### config.mk
export PLATFORM = sky130hd
export DESIGN_NAME = vtg_top
export DESIGN_NICKNAME = d
export VERILOG_FILES = /design/src/rtl/vtg_pkg.sv /design/src/rtl/vtg_rst_sync.sv /design/src/rtl/vtg_axis.sv /design/src/rtl/vtg_pixel_src.sv /design/src/rtl/vtg_top.sv
export SDC_FILE = /design/constraint.sdc
export NUM_CORES = 1
export LEC_CHECK = 0
export ABC_CLOCK_PERIOD_IN_PS = 7400
export BUFFER_PORTS_ARGS = -buffer_cell sky130_fd_sc_hd__clkbuf_2
export CORE_UTILIZATION = 50
export CTS_BUF_LIST = sky130_fd_sc_hd__clkbuf_8 sky130_fd_sc_hd__clkbuf_16
export CTS_CLUSTER_SIZE = 28
export DETAILED_ROUTE_END_ITERATION = 12
export PLACE_DENSITY_LB_ADDON = 0.15
export SLEW_MARGIN = 10
export SYNTH_ARGS = -nofsm -noshare
export SYNTH_HDL_FRONTEND = slang
export SYNTH_SLANG_ARGS = --single-unit
### constraint.sdc
create_clock -name clk -period 7.4 [get_ports clk]
set_clock_uncertainty 0.2 [all_clocks]
set_input_delay 0 -clock clk [delete_from_list [all_inputs] [get_ports clk]]
set_output_delay 0 -clock clk [all_outputs]
set_load 0.01 [all_outputs]
### src/rtl/vtg_pkg.sv
package vtg_pkg;
  typedef enum logic [1:0] {
    SRC_INPUT   = 2'd0,
    SRC_PATTERN = 2'd1,
    SRC_FIXED   = 2'd2,
    SRC_NONE    = 2'd3
  } src_e;
endpackage

### src/rtl/vtg_rst_sync.sv
module vtg_rst_sync (
  input  logic clk,
  input  logic arst_ni,
  output logic rst_no
);
  logic [1:0] sync_q;

  always_ff @(posedge clk or negedge arst_ni) begin
    if (!arst_ni) sync_q <= 2'b00;
    else          sync_q <= {sync_q[0], 1'b1};
  end

  assign rst_no = sync_q[1];
endmodule

### src/rtl/vtg_axis.sv
module vtg_axis #(
  parameter int CW = 16
) (
  input  logic          clk,
  input  logic          rst_ni,
  input  logic          step_i,
  input  logic [CW-1:0] total_i,
  input  logic [CW-1:0] sync_len_i,
  input  logic [CW-1:0] act_lo_i,
  input  logic [CW-1:0] act_hi_i,
  output logic [CW-1:0] cnt_o,
  output logic          wrap_o,
  output logic          sync_o,
  output logic          act_o
);
  logic [CW-1:0] cnt_q, cnt_d;
  logic [CW-1:0] last_cnt;

  assign last_cnt = total_i - 1'b1;
  assign wrap_o   = (cnt_q >= last_cnt);

  always_comb begin
    cnt_d = cnt_q + 1'b1;
    if (wrap_o) cnt_d = '0;
  end

  always_ff @(posedge clk or negedge rst_ni) begin
    if (!rst_ni)     cnt_q <= '0;
    else if (step_i) cnt_q <= cnt_d;
  end

  assign cnt_o  = cnt_q;
  assign sync_o = (cnt_q < sync_len_i);
  assign act_o  = (cnt_q >= act_lo_i) && (cnt_q < act_hi_i);

  // a stepped counter at its last count returns to zero
  p_wrap_r1: assert property (@(posedge clk) disable iff (!rst_ni)
    (step_i && wrap_o) |=> (cnt_q == '0));
endmodule

### src/rtl/vtg_pixel_src.sv
module vtg_pixel_src
  import vtg_pkg::*;
#(
  parameter  int COMP_W = 8,
  parameter  int NCOMP  = 3,
  localparam int PW     = COMP_W * NCOMP
) (
  input  logic          clk,
  input  logic          rst_ni,
  input  logic [1:0]    sel_i,
  input  logic          full_range_i,
  input  logic          frame_start_i,
  input  logic          act_i,
  input  logic [PW-1:0] in_rgb_i,
  input  logic [PW-1:0] fixed_rgb_i,
  output logic [PW-1:0] pix_o
);
  localparam logic [COMP_W-1:0] CLAMP_LO = COMP_W'(8'h10) << (COMP_W - 8);
  localparam logic [COMP_W-1:0] CLAMP_HI = COMP_W'(8'hEB) << (COMP_W - 8);

  logic [PW-1:0] pat_q, pat_d, pat_cur;
  logic          pat_en;
  logic [PW-1:0] raw;

  assign pat_cur = frame_start_i ? '0 : pat_q;
  assign pat_en  = act_i || frame_start_i;

  always_comb begin
    pat_d = pat_cur;
    if (act_i) pat_d = pat_cur + 1'b1;
  end

  always_ff @(posedge clk or negedge rst_ni) begin
    if (!rst_ni)     pat_q <= '0;
    else if (pat_en) pat_q <= pat_d;
  end

  always_comb begin
    unique case (src_e'(sel_i))
      SRC_INPUT:   raw = in_rgb_i;
      SRC_PATTERN: raw = pat_cur;
      SRC_FIXED:   raw = fixed_rgb_i;
      default:     raw = '0;
    endcase
  end

  for (genvar c = 0; c < NCOMP; c++) begin : g_comp
    logic [COMP_W-1:0] comp_in, comp_out;
    assign comp_in = raw[c*COMP_W +: COMP_W];

    always_comb begin
      comp_out = comp_in;
      if (!full_range_i) begin
        if (comp_in < CLAMP_LO)      comp_out = CLAMP_LO;
        else if (comp_in > CLAMP_HI) comp_out = CLAMP_HI;
      end
    end

    assign pix_o[c*COMP_W +: COMP_W] = comp_out;

    // limited range keeps every component inside the legal band
    p_clamp_band_r9: assert property (@(posedge clk) disable iff (!rst_ni)
      !full_range_i |-> (comp_out >= CLAMP_LO && comp_out <= CLAMP_HI));
  end

  // pattern source gives zero on an active frame-start pixel
  p_pat_restart_r8: assert property (@(posedge clk) disable iff (!rst_ni)
    (frame_start_i && act_i && full_range_i && sel_i == 2'd1) |-> (pix_o == '0));
endmodule

### src/rtl/vtg_top.sv
module vtg_top #(
  parameter  int CW     = 16,
  parameter  int COMP_W = 8,
  parameter  int NCOMP  = 3,
  localparam int PW     = COMP_W * NCOMP
) (
  input  logic          clk,
  input  logic          rst_n,
  input  logic          soft_rst_n,
  input  logic [CW-1:0] h_total,
  input  logic [CW-1:0] h_sync_len,
  input  logic [CW-1:0] h_act_lo,
  input  logic [CW-1:0] h_act_hi,
  input  logic [CW-1:0] v_total,
  input  logic [CW-1:0] v_sync_len,
  input  logic [CW-1:0] v_act_lo,
  input  logic [CW-1:0] v_act_hi,
  input  logic [1:0]    src_sel,
  input  logic          full_range,
  input  logic [PW-1:0] fixed_rgb,
  input  logic [PW-1:0] in_rgb,
  output logic          hsync_o,
  output logic          vsync_o,
  output logic          de_o,
  output logic [PW-1:0] rgb_o
);
  logic          arst_n, rst_int_n;
  logic [CW-1:0] h_cnt, v_cnt;
  logic          h_wrap, v_wrap, h_sync, v_sync, h_act, v_act;
  logic          act, frame_start;
  logic [PW-1:0] pix;
  logic          hsync_q, vsync_q, de_q;
  logic [PW-1:0] rgb_q, rgb_d;

  assign arst_n = rst_n & soft_rst_n;

  vtg_rst_sync i_rst_sync (
    .clk     (clk),
    .arst_ni (arst_n),
    .rst_no  (rst_int_n)
  );

  vtg_axis #(.CW(CW)) i_h_axis (
    .clk        (clk),
    .rst_ni     (rst_int_n),
    .step_i     (1'b1),
    .total_i    (h_total),
    .sync_len_i (h_sync_len),
    .act_lo_i   (h_act_lo),
    .act_hi_i   (h_act_hi),
    .cnt_o      (h_cnt),
    .wrap_o     (h_wrap),
    .sync_o     (h_sync),
    .act_o      (h_act)
  );

  vtg_axis #(.CW(CW)) i_v_axis (
    .clk        (clk),
    .rst_ni     (rst_int_n),
    .step_i     (h_wrap),
    .total_i    (v_total),
    .sync_len_i (v_sync_len),
    .act_lo_i   (v_act_lo),
    .act_hi_i   (v_act_hi),
    .cnt_o      (v_cnt),
    .wrap_o     (v_wrap),
    .sync_o     (v_sync),
    .act_o      (v_act)
  );

  assign act         = h_act && v_act;
  assign frame_start = (h_cnt == '0) && (v_cnt == '0);

  vtg_pixel_src #(.COMP_W(COMP_W), .NCOMP(NCOMP)) i_pix (
    .clk           (clk),
    .rst_ni        (rst_int_n),
    .sel_i         (src_sel),
    .full_range_i  (full_range),
    .frame_start_i (frame_start),
    .act_i         (act),
    .in_rgb_i      (in_rgb),
    .fixed_rgb_i   (fixed_rgb),
    .pix_o         (pix)
  );

  assign rgb_d = act ? pix : '0;

  always_ff @(posedge clk or negedge rst_int_n) begin
    if (!rst_int_n) begin
      hsync_q <= 1'b0;
      vsync_q <= 1'b0;
      de_q    <= 1'b0;
      rgb_q   <= '0;
    end else begin
      hsync_q <= h_sync;
      vsync_q <= v_sync;
      de_q    <= act;
      rgb_q   <= rgb_d;
    end
  end

  assign hsync_o = hsync_q;
  assign vsync_o = vsync_q;
  assign de_o    = de_q;
  assign rgb_o   = rgb_q;

  // a nonzero pixel only appears with data-enable
  p_blank_zero_r10: assert property (@(posedge clk) disable iff (!rst_int_n)
    (rgb_o != '0) |-> de_o);

  // vertical sync starts on a line start
  p_vs_on_line_r4: assert property (@(posedge clk) disable iff (!rst_int_n)
    ($rose(vsync_o) && h_sync_len != '0) |-> hsync_o);

  // frame wrap happens only at the end of a line
  p_frame_wrap_r4: assert property (@(posedge clk) disable iff (!rst_int_n)
    (h_wrap && v_wrap) |=> frame_start);
endmodule

==> results_dict.tcl, run 1 <==
set metrics [dict create \
    synthCells 976 \
    yosysTopAreaCellShare 0.263 \
    maxClockFrequency_mhz 240 \
    area_growth_pct 24.0 \
    async_flop_share 1.00 \
    yosysWarnings 0 \
    worst_slack_ns 3.23 \
    crit_required_ns 7.44 \
    clock_latency_ns 0.34 \
    holdWs_ns 0.0219 \
    route.detailed.drc 0 \
    core-area_um2 15800 \
    die_h_um 129 \
    grt_pass1_wl_um 35500 \
    worst-r2r-cell-count 8 \
    cts_buffers 9 \
    critPathLaunchType "input port" \
    ctsLongestPathBuffers 2 \
    port_buffers 208 \
    ys_ff_latch 85 \
    grt_max_degree 84 \
    n_antenna_cell 0 \
    critPathKind "in -> reg" \
    grt_util_all_layers 0.272 \
    min_path_type "in -> reg" \
    reg2reg_from "i_v_axis.cnt_o[7]$_DFFE_PN0N_" \
    status "completed" \
    die-area_um2 16700 \
    synth_cell_types 62 \
    floorplan.rows 46 \
    synth.area.top_cells "dfrtp_1 (26%), ha_1 (20%), inv_1 (5.1%)" \
    r2r_slack_ns 3.58 \
    h-tree-depth 3 \
    startpoint "h_total[3]" \
    finalMaxSlewViolations 0 \
    place_ws_ns 2.82 \
    via_per_inst 5.59 \
    drive_above_1_share 0.194 \
    hold_violations 0 \
    grt_setup_unrepaired "false" \
    ctsRootBufferMaster "clkbuf_16" \
    power_density_nw_per_um2 170 \
    clock-sinks 85 \
    grt.overflow.total 0 \
    synth.top_cells.by_count "ha_1 (131), inv_1 (109), dfrtp_1 (85)" \
    worst_pin_slew_ns 1.13 \
    path_max_fanout 17 \
    max_cap_violations 0 \
    nNetsFinal 1523 \
    syn_area_per_cell_um2 8.28 \
    syn-num-nets 1289 \
    setup_tns_ns 0 \
    synth_edf_count 0 \
    syn_area_um2 8080 \
    routed_wl_um 22300 \
    end_kind "register" \
    fillCellCount 1411 \
    vias 8001 \
    setup_viol 0 \
    globalplace.congestion 0.871 \
    fin_crit_ns 4.17 \
    synth-main-ff-cell "dfrtp_1" \
    max-vdd-ir-drop_mv 0.117 \
    p_leak_uw 0.00530 \
    final_antenna_net_count 0 \
    yosys.area.top_type "dfrtp_1" \
    first_pass_iters 5 \
    start_util 0.511 \
    synth-seq-area-share 0.263 \
    post-route-period-util 0.564 \
    ioPinCount 209 \
    yosysMostFrequentCell "ha_1" \
    first_iter_violations 459 \
    crit_path_end "i_v_axis.cnt_o[9]$_DFFE_PN0N_" \
    wl_per_cell_um 15.6 \
    grt_pass1_vias 7406 \
    clkTransAtPathRegs_ns 0.07 \
    dpl.hpwl_um 16700 \
    antenna_found_initial 0 \
    die_w_um 129 \
    cts_tree "done" \
    cts_resized 0 \
    reg2reg_to "rgb_o[1]$_DFF_PN0_" \
    max_slew_margin 0.242 \
    cp_data_arrival_time_ns 4.21 \
]
==> layer usage <==
layer  share of wire  wire, um  vias to the layer above  track usage
met4           0.021       470                        0       0.0824
met3           0.061      1370                       34       0.0425
met1            0.45     10100                     3662        0.351
li1                -         -                     4020            -
met2            0.46     10400                      285        0.469
met5               0         0                        -            0
==> metrics by stage <==
| step | total power [uW] | std cells | instance area, um2 | utilization |
|---|---|---|---|---|
| floorplan | 983 | 976 | 8080 | - |
| global placement | 1170 | 1377 | 9310 | 0.588 |
| detailed placement | 1190 | 1377 | 9310 | 0.588 |
| CTS | 1710 | 1431 | 10000 | 0.633 |
| global route | 1830 | 1431 | 10000 | 0.633 |
| finish | 1700 | 1431 | 10000 | 0.633 |
==> cell families (layout without fill, tap and decap cells) <==
logic type,count (synthesis),count (layout),synth area share
and+or+nand+nor,317,317,0.207
AOI/OAI and AO/OA,242,242,0.188
buffers and inverters,135,374,0.0638
adders and majority gates,131,131,0.203
DFF,85,85,0.263
xor gates and xnor gates,40,40,0.0434
muxes,25,25,0.0311
other,1,1,0.000464
==> layout make-up <==
cell class,instances,area (um2),area share
clock inverters,5,73.8,0.00737
multi-input cells,756,5440,0.543
well taps,216,270,0.0270
flip-flops and latches,85,2130,0.213
inverters,109,409,0.0408
clock buffers,11,253,0.0252
repair buffers,249,1440,0.144
==> report_power, final <==
| group | switching, uW | internal, uW | leakage, uW | total [uW] |
|---|---|---|---|---|
| combinational | 312 | 273 | 0.00398 | 585 |
| sequential | 113 | 509 | 0.00115 | 623 |
| clock | 186 | 312 | 0.000167 | 497 |
==> worst min path at each step <==
stage / from / to / slack (ns) / depth (start not counted)
after floorplan: soft_rst_n / i_rst_sync.sync_q[0]$_DFF_PN0_ / -0.39 / 1
after global placement: soft_rst_n / i_rst_sync.sync_q[0]$_DFF_PN0_ / -0.31 / 2
after detailed placement: soft_rst_n / i_rst_sync.sync_q[0]$_DFF_PN0_ / -0.30 / 2
after CTS: in_rgb[23] / rgb_o[23]$_DFF_PN0_ / 0.01 / 5
after global routing: in_rgb[0] / rgb_o[0]$_DFF_PN0_ / 0.02 / 5
final: in_rgb[19] / rgb_o[19]$_DFF_PN0_ / 0.02 / 5
==> cell usage in the layout (no fill, tap or decap), drive strengths merged, types with 3 or more instances in the layout <==
| master | synthesis | layout |
|---|---|---|
| a2111oi | 7 | 7 |
| a211oi | 7 | 7 |
| a21o | 20 | 20 |
| a21oi | 80 | 80 |
| a221oi | 3 | 3 |
| a31oi | 4 | 4 |
| and2 | 10 | 10 |
| and3 | 16 | 16 |
| and3b | 3 | 3 |
| and4 | 4 | 4 |
| buf | 4 | 3 |
| clkbuf | 22 | 219 |
| dfrtp | 85 | 85 |
| dlygate4sd3 | 0 | 38 |
| ha | 131 | 131 |
| inv | 109 | 110 |
| mux2i | 24 | 24 |
| nand2 | 49 | 49 |
| nand2b | 11 | 11 |
| nand3 | 28 | 28 |
| nand4 | 26 | 26 |
| nor2 | 77 | 77 |
| nor2b | 9 | 9 |
| nor3 | 17 | 17 |
| nor4 | 17 | 17 |
| o211ai | 6 | 6 |
| o21a | 10 | 10 |
| o21ai | 58 | 58 |
| o2bb2ai | 7 | 7 |
| o31ai | 24 | 24 |
| or2 | 4 | 4 |
| or3 | 19 | 19 |
| or4 | 20 | 20 |
| xnor2 | 25 | 25 |
| xor2 | 15 | 15 |
==> worst max-delay path, cell delays in order <==
cell and delay, ns:
clkbuf_2 0.10, nor3_1 0.24, nand2b_1 0.15, nor4_1 0.29, nand2_1 0.14, or2_2 0.32, nor4_1 0.27, xnor2_1 0.13
ha_1 0.30, and4_1 0.22, nand2_1 0.07, o21ai_1 0.87, nand2b_1 0.64, o41ai_1 0.46
==> flip-flops by register name, indices dropped and copies added (netlist names) <==
| name | flops |
|---|---|
| i_v_axis.cnt_o | 16 |
| i_h_axis.cnt_o | 16 |
| de_o | 1 |
| vsync_o | 1 |
| rgb_o | 24 |
| i_rst_sync.sync_q | 2 |
| i_pix.pat_q | 24 |
| hsync_o | 1 |
==> what timing repair did <==
item | in CTS | in global routing
hold buffers | 38 | 0
hold endpoints to repair | 19 | 0
buffers inserted | 0 | 0
Note: power is estimated with default switching activity, not from simulation.
==> run 2, diff against run 1 <==
- ABC_CLOCK_PERIOD_IN_PS: 7400 -> 4300
- clock period: 7.4 -> 4.3 ns (I/O delays scaled with it)
==> run 2 against run 1 <==
  * The flow now finishes with violations (negative hold slack)
  * Sequential share of layout area down 0.27 points
  * Sequential cell count did not move
  * Final area is 1.3% higher
  * Critical path depth down 6
  * First-iteration DRC count is 10% higher
  * Worst hold slack lost 0.023 ns
  * Combinational power increased by 83%
  * Critical path type is now reg -> reg
==> results_dict.tcl, run 2 (same netlist as run 1, synthesis figures left out) <==
set metrics [dict create \
    cts_setup_buffers 0 \
    h-tree-depth 3 \
    cts_tree "done" \
    grt_max_degree 84 \
    finalMaxSlewViolations 0 \
    r2r_slack_ns 0.77 \
    route.detailed.drc 0 \
    end_kind "register" \
    reg2reg_from "i_v_axis.cnt_o[11]$_DFFE_PN0N_" \
    start_util 0.511 \
    hold_buffers 42 \
    die_h_um 129 \
    floorplan.rows 46 \
    fin_crit_ns 3.53 \
    hold_violations 1 \
    area_growth_pct 25.6 \
    cts_buffers 9 \
    clkTransAtPathRegs_ns 0.06 \
    worst_pin_slew_ns 1.08 \
    maxClockFrequency_mhz 283 \
    worst-r2r-cell-count 8 \
    worstHoldPathCells 5 \
    critPathLaunchType "register" \
    crit_required_ns 4.37 \
    max-vdd-ir-drop_mv 0.244 \
    routed_wl_um 22800 \
    cts_resized 0 \
    die-area_um2 16700 \
    clock-sinks 85 \
    post-route-period-util 0.822 \
    setup_tns_ns 0 \
    first_pass_iters 5 \
    ioPinCount 209 \
    globalplace.congestion 0.894 \
    p_leak_uw 0.00537 \
    dpl.hpwl_um 17300 \
    antenna_found_initial 0 \
    drive_above_1_share 0.199 \
    worstHoldStart "fixed_rgb[20]" \
    max_cap_violations 0 \
    status "finished with violations" \
    grt_pass1_vias 7565 \
    max_slew_margin 0.282 \
    die_w_um 129 \
    path_max_fanout 32 \
    reg2reg_to "i_pix.pat_q[10]$_DFFE_PN0P_" \
    setup_viol 0 \
    first_iter_violations 506 \
    critPathKind "reg -> reg" \
    ctsLongestPathBuffers 2 \
    grt_pass1_wl_um 37100 \
    n_antenna_cell 0 \
    vias 8123 \
    grt_util_all_layers 0.284 \
    clock_latency_ns 0.35 \
    ctsRootBufferMaster "clkbuf_16" \
    holdWs_ns -0.000695 \
    cp_data_arrival_time_ns 3.61 \
    final_antenna_net_count 0 \
    port_buffers 208 \
    nNetsFinal 1537 \
    final_cell_mix "clkbuf_2 (208), ha_1 (131), inv_1 (111)" \
    min_path_type "in -> reg" \
    core-area_um2 15800 \
    grt_setup_unrepaired "false" \
    grt.overflow.total 0 \
    via_per_inst 5.62 \
    power_density_nw_per_um2 296 \
    final_common_cell "clkbuf_2" \
    wl_per_cell_um 15.8 \
    violations "negative hold slack" \
    hold_end "rgb_o[20]$_DFF_PN0_" \
]
==> run 2: cell types whose count changed in the layout (fill, tap and decap cells not counted), sizes merged <==
cell / previous run / this run
dlygate4sd3: 38 / 42
clkbuf: 219 / 218
buf: 3 / 13
inv: 110 / 111
clkinv: 2 / 1
bufinv: 2 / 3
==> run 2: final cells by class <==
| type | count | area [um2] |
|---|---|---|
| Tap cell | 216 | 270 |
| Multi-Input combinational cell | 756 | 5440 |
| Sequential cell | 85 | 2130 |
| Clock inverter | 6 | 103 |
| Fill cell | 1363 | 5680 |
| Clock buffer | 10 | 239 |
| Timing Repair Buffer | 263 | 1560 |
| Inverter | 109 | 409 |
==> run 2: per-layer routing <==
| metal | track usage | part of all wire |
|---|---|---|
| met5 | 0 | 0 |
| met4 | 0.0997 | 0.020 |
| met3 | 0.0384 | 0.058 |
| met2 | 0.477 | 0.47 |
| met1 | 0.375 | 0.46 |
==> run 2: worst max-delay path by stage <==
stage | from | slack [ns] | endpoint
4_1_cts | i_v_axis.cnt_o[11]$_DFFE_PN0N_ | 0.82 | i_pix.pat_q[10]$_DFFE_PN0P_
2_1_floorplan | h_total[3] | 0.92 | i_v_axis.cnt_o[13]$_DFFE_PN0N_
3_5_place_dp | h_total[3] | 0.62 | i_v_axis.cnt_o[4]$_DFFE_PN0N_
6_report | i_v_axis.cnt_o[11]$_DFFE_PN0N_ | 0.77 | i_pix.pat_q[10]$_DFFE_PN0P_
5_1_grt | h_total[3] | 0.48 | i_v_axis.cnt_o[6]$_DFFE_PN0N_
3_3_place_gp | h_total[3] | 0.67 | i_v_axis.cnt_o[13]$_DFFE_PN0N_
==> run 2: power breakdown <==
| part | switching (uW) | internal [uW] |
|---|---|---|
| registers | 166 | 877 |
| clock network | 319 | 578 |
| logic | 572 | 494 |
==> run 2: worst max-delay path, cell delays in order (launching register included) <==
cell and delay, ns:
dfrtp_1 0.49, ha_1 0.38, nand2_1 0.08, o211ai_1 0.26, a21oi_1 0.10, o31a_1 0.47
or4_4 0.76, or4_1 0.55, a21oi_1 0.16
==> run 2: stage by stage <==
stage | setup slack [ns] | total power, uW | instance area (um2) | cells | util
floorplan | 0.916 | 1690 | 8080 | 976 | -
global route | 0.480 | 3230 | 10100 | 1445 | 0.641
global placement | 0.673 | 2040 | 9390 | 1387 | 0.593
detailed placement | 0.621 | 2070 | 9390 | 1387 | 0.593
finish | 0.767 | 3010 | 10100 | 1445 | 0.641
CTS | 0.824 | 3020 | 10100 | 1445 | 0.641
==> run 3, diff against run 2 <==
- ABC_CLOCK_PERIOD_IN_PS: 4300 -> 3500
- clock period: 4.3 -> 3.5 ns (I/O delays scaled with it)
==> run 3 against run 2 <==
  * The flow now finishes without violations
  * Wire length down 1.3%
  * Final area up 1.7%
  * Power up 21%
  * First-iteration DRC count down 23%
  * Clock power up 4.3%
  * Count of clock-buffer cells in the layout unchanged
  * Fmax up 9.1%
==> results_dict.tcl, run 3 (same netlist as run 1, synthesis figures left out) <==
set metrics [dict create \
    max_cap_violations 0 \
    nNetsFinal 1568 \
    hold_end "rgb_o[23]$_DFF_PN0_" \
    end_kind "register" \
    first_pass_iters 5 \
    r2r_slack_ns 0.26 \
    h-tree-depth 3 \
    status "completed" \
    antenna_found_initial 2 \
    route.detailed.drc 0 \
    grt_setup_unrepaired "false" \
    power_density_nw_per_um2 351 \
    vias 8111 \
    cp_data_arrival_time_ns 3.27 \
    ioPinCount 209 \
    final_cell_mix "clkbuf_2 (208), ha_1 (131), inv_1 (112)" \
    clock-sinks 85 \
    drive_above_1_share 0.221 \
    port_buffers 208 \
    floorplan.rows 46 \
    worstHoldStart "in_rgb[23]" \
    grt_pass1_wl_um 36200 \
    reg2reg_from "i_v_axis.cnt_o[5]$_DFFE_PN0N_" \
    max_slew_margin 0.280 \
    clock_latency_ns 0.34 \
    path_max_fanout 32 \
    cts_buffers 9 \
    setup_viol 0 \
    first_iter_violations 389 \
    clkTransAtPathRegs_ns 0.06 \
    final_common_cell "clkbuf_2" \
    ctsLongestPathBuffers 2 \
    worst_pin_slew_ns 1.08 \
    globalplace.congestion 0.883 \
    post-route-period-util 0.925 \
    grt.overflow.total 0 \
    finalMaxSlewViolations 0 \
    via_per_inst 5.50 \
    area_growth_pct 27.8 \
    grt_pass1_vias 7588 \
    die_w_um 129 \
    critPathLaunchType "register" \
    grt_max_degree 84 \
    die_h_um 129 \
    cts_setup_buffers 0 \
    crit_required_ns 3.53 \
    max-vdd-ir-drop_mv 0.260 \
    start_util 0.511 \
    worstHoldPathCells 5 \
    final_antenna_net_count 0 \
    critPathKind "reg -> reg" \
    reg2reg_to "rgb_o[1]$_DFF_PN0_" \
    cts_tree "done" \
    routed_wl_um 22500 \
    fin_crit_ns 3.24 \
    die-area_um2 16700 \
    dpl.hpwl_um 17500 \
    layout.core_utilization 0.652 \
    instances_no_fill 1475 \
    worst-r2r-cell-count 8 \
    ctsRootBufferMaster "clkbuf_16" \
    n_antenna_cell 0 \
    maxClockFrequency_mhz 309 \
    core-area_um2 15800 \
    grt_util_all_layers 0.278 \
    hold_violations 0 \
    dp.cells 1421 \
    p_leak_uw 0.00551 \
    wl_per_cell_um 15.3 \
    min_path_type "in -> reg" \
]
==> run 3: cell type report <==
cell class | count | area (um2)
Timing Repair Buffer | 294 | 1780
Multi-Input combinational cell | 756 | 5440
Inverter | 109 | 409
Tap cell | 216 | 270
Clock inverter | 5 | 46.3
Sequential cell | 85 | 2130
Clock buffer | 10 | 239
Fill cell | 1379 | 5500
==> run 3: per-stage QoR <==
stage | area, um2 | hold slack [ns] | TNS, ns | power [uW] | setup WS, ns
CTS | 10300 | 0.00534 | 0 | 3630 | 0.289
global route | 10300 | 0.0379 | 0 | 3900 | 0.101
detailed placement | 9640 | -0.306 | -0.0241 | 2650 | -0.0235
global placement | 9640 | -0.308 | 0 | 2620 | 0.0691
floorplan | 8080 | -0.394 | 0 | 2080 | 0.116
finish | 10300 | 0.0123 | 0 | 3630 | 0.262
==> run 3: what timing repair did <==
item	CTS	global route
hold buffers	39	0
gates resized for setup	0	1
endpoints found under the hold margin	20	0
setup endpoints to repair	0	1
==> run 3: how the worst max path moves through the flow <==
stage / start / end / slack [ns] / cells past startpoint
2_1_floorplan: h_total[3] / i_v_axis.cnt_o[13]$_DFFE_PN0N_ / 0.12 / 15
3_3_place_gp: h_total[3] / i_v_axis.cnt_o[2]$_DFFE_PN0N_ / 0.07 / 16
3_5_place_dp: h_total[3] / i_v_axis.cnt_o[4]$_DFFE_PN0N_ / -0.02 / 16
4_1_cts: i_v_axis.cnt_o[5]$_DFFE_PN0N_ / rgb_o[1]$_DFF_PN0_ / 0.29 / 8
5_1_grt: h_total[3] / i_v_axis.cnt_o[4]$_DFFE_PN0N_ / 0.10 / 16
6_report: i_v_axis.cnt_o[5]$_DFFE_PN0N_ / rgb_o[1]$_DFF_PN0_ / 0.26 / 8
==> run 3: per-layer routing <==
| metal | up-vias | track usage | part of all wire | routed length, um |
|---|---|---|---|---|
| met5 | - | 0 | 0.00058 | 13 |
| met4 | 2 | 0.0858 | 0.020 | 451 |
| met3 | 34 | 0.0434 | 0.051 | 1150 |
| met2 | 276 | 0.480 | 0.47 | 10600 |
| met1 | 3693 | 0.356 | 0.46 | 10300 |
| li1 | 4106 | - | - | - |
==> run 3: report_power, final <==
part | switching, uW | internal, uW | total (uW)
logic | 808 | 685 | 1490
clock network | 376 | 559 | 936
registers | 118 | 1080 | 1200
total | 1300 | 2320 | 3630
==> run 3: worst max-delay path, stage by stage (launching register included) <==
cell and delay (ns):
dfrtp_1 0.38, ha_1 0.31, o211ai_1 0.09, nor3_1 0.28, a21oi_1 0.12, o31a_1 0.33
or4_4 0.72, or3_1 0.45, a21oi_1 0.24
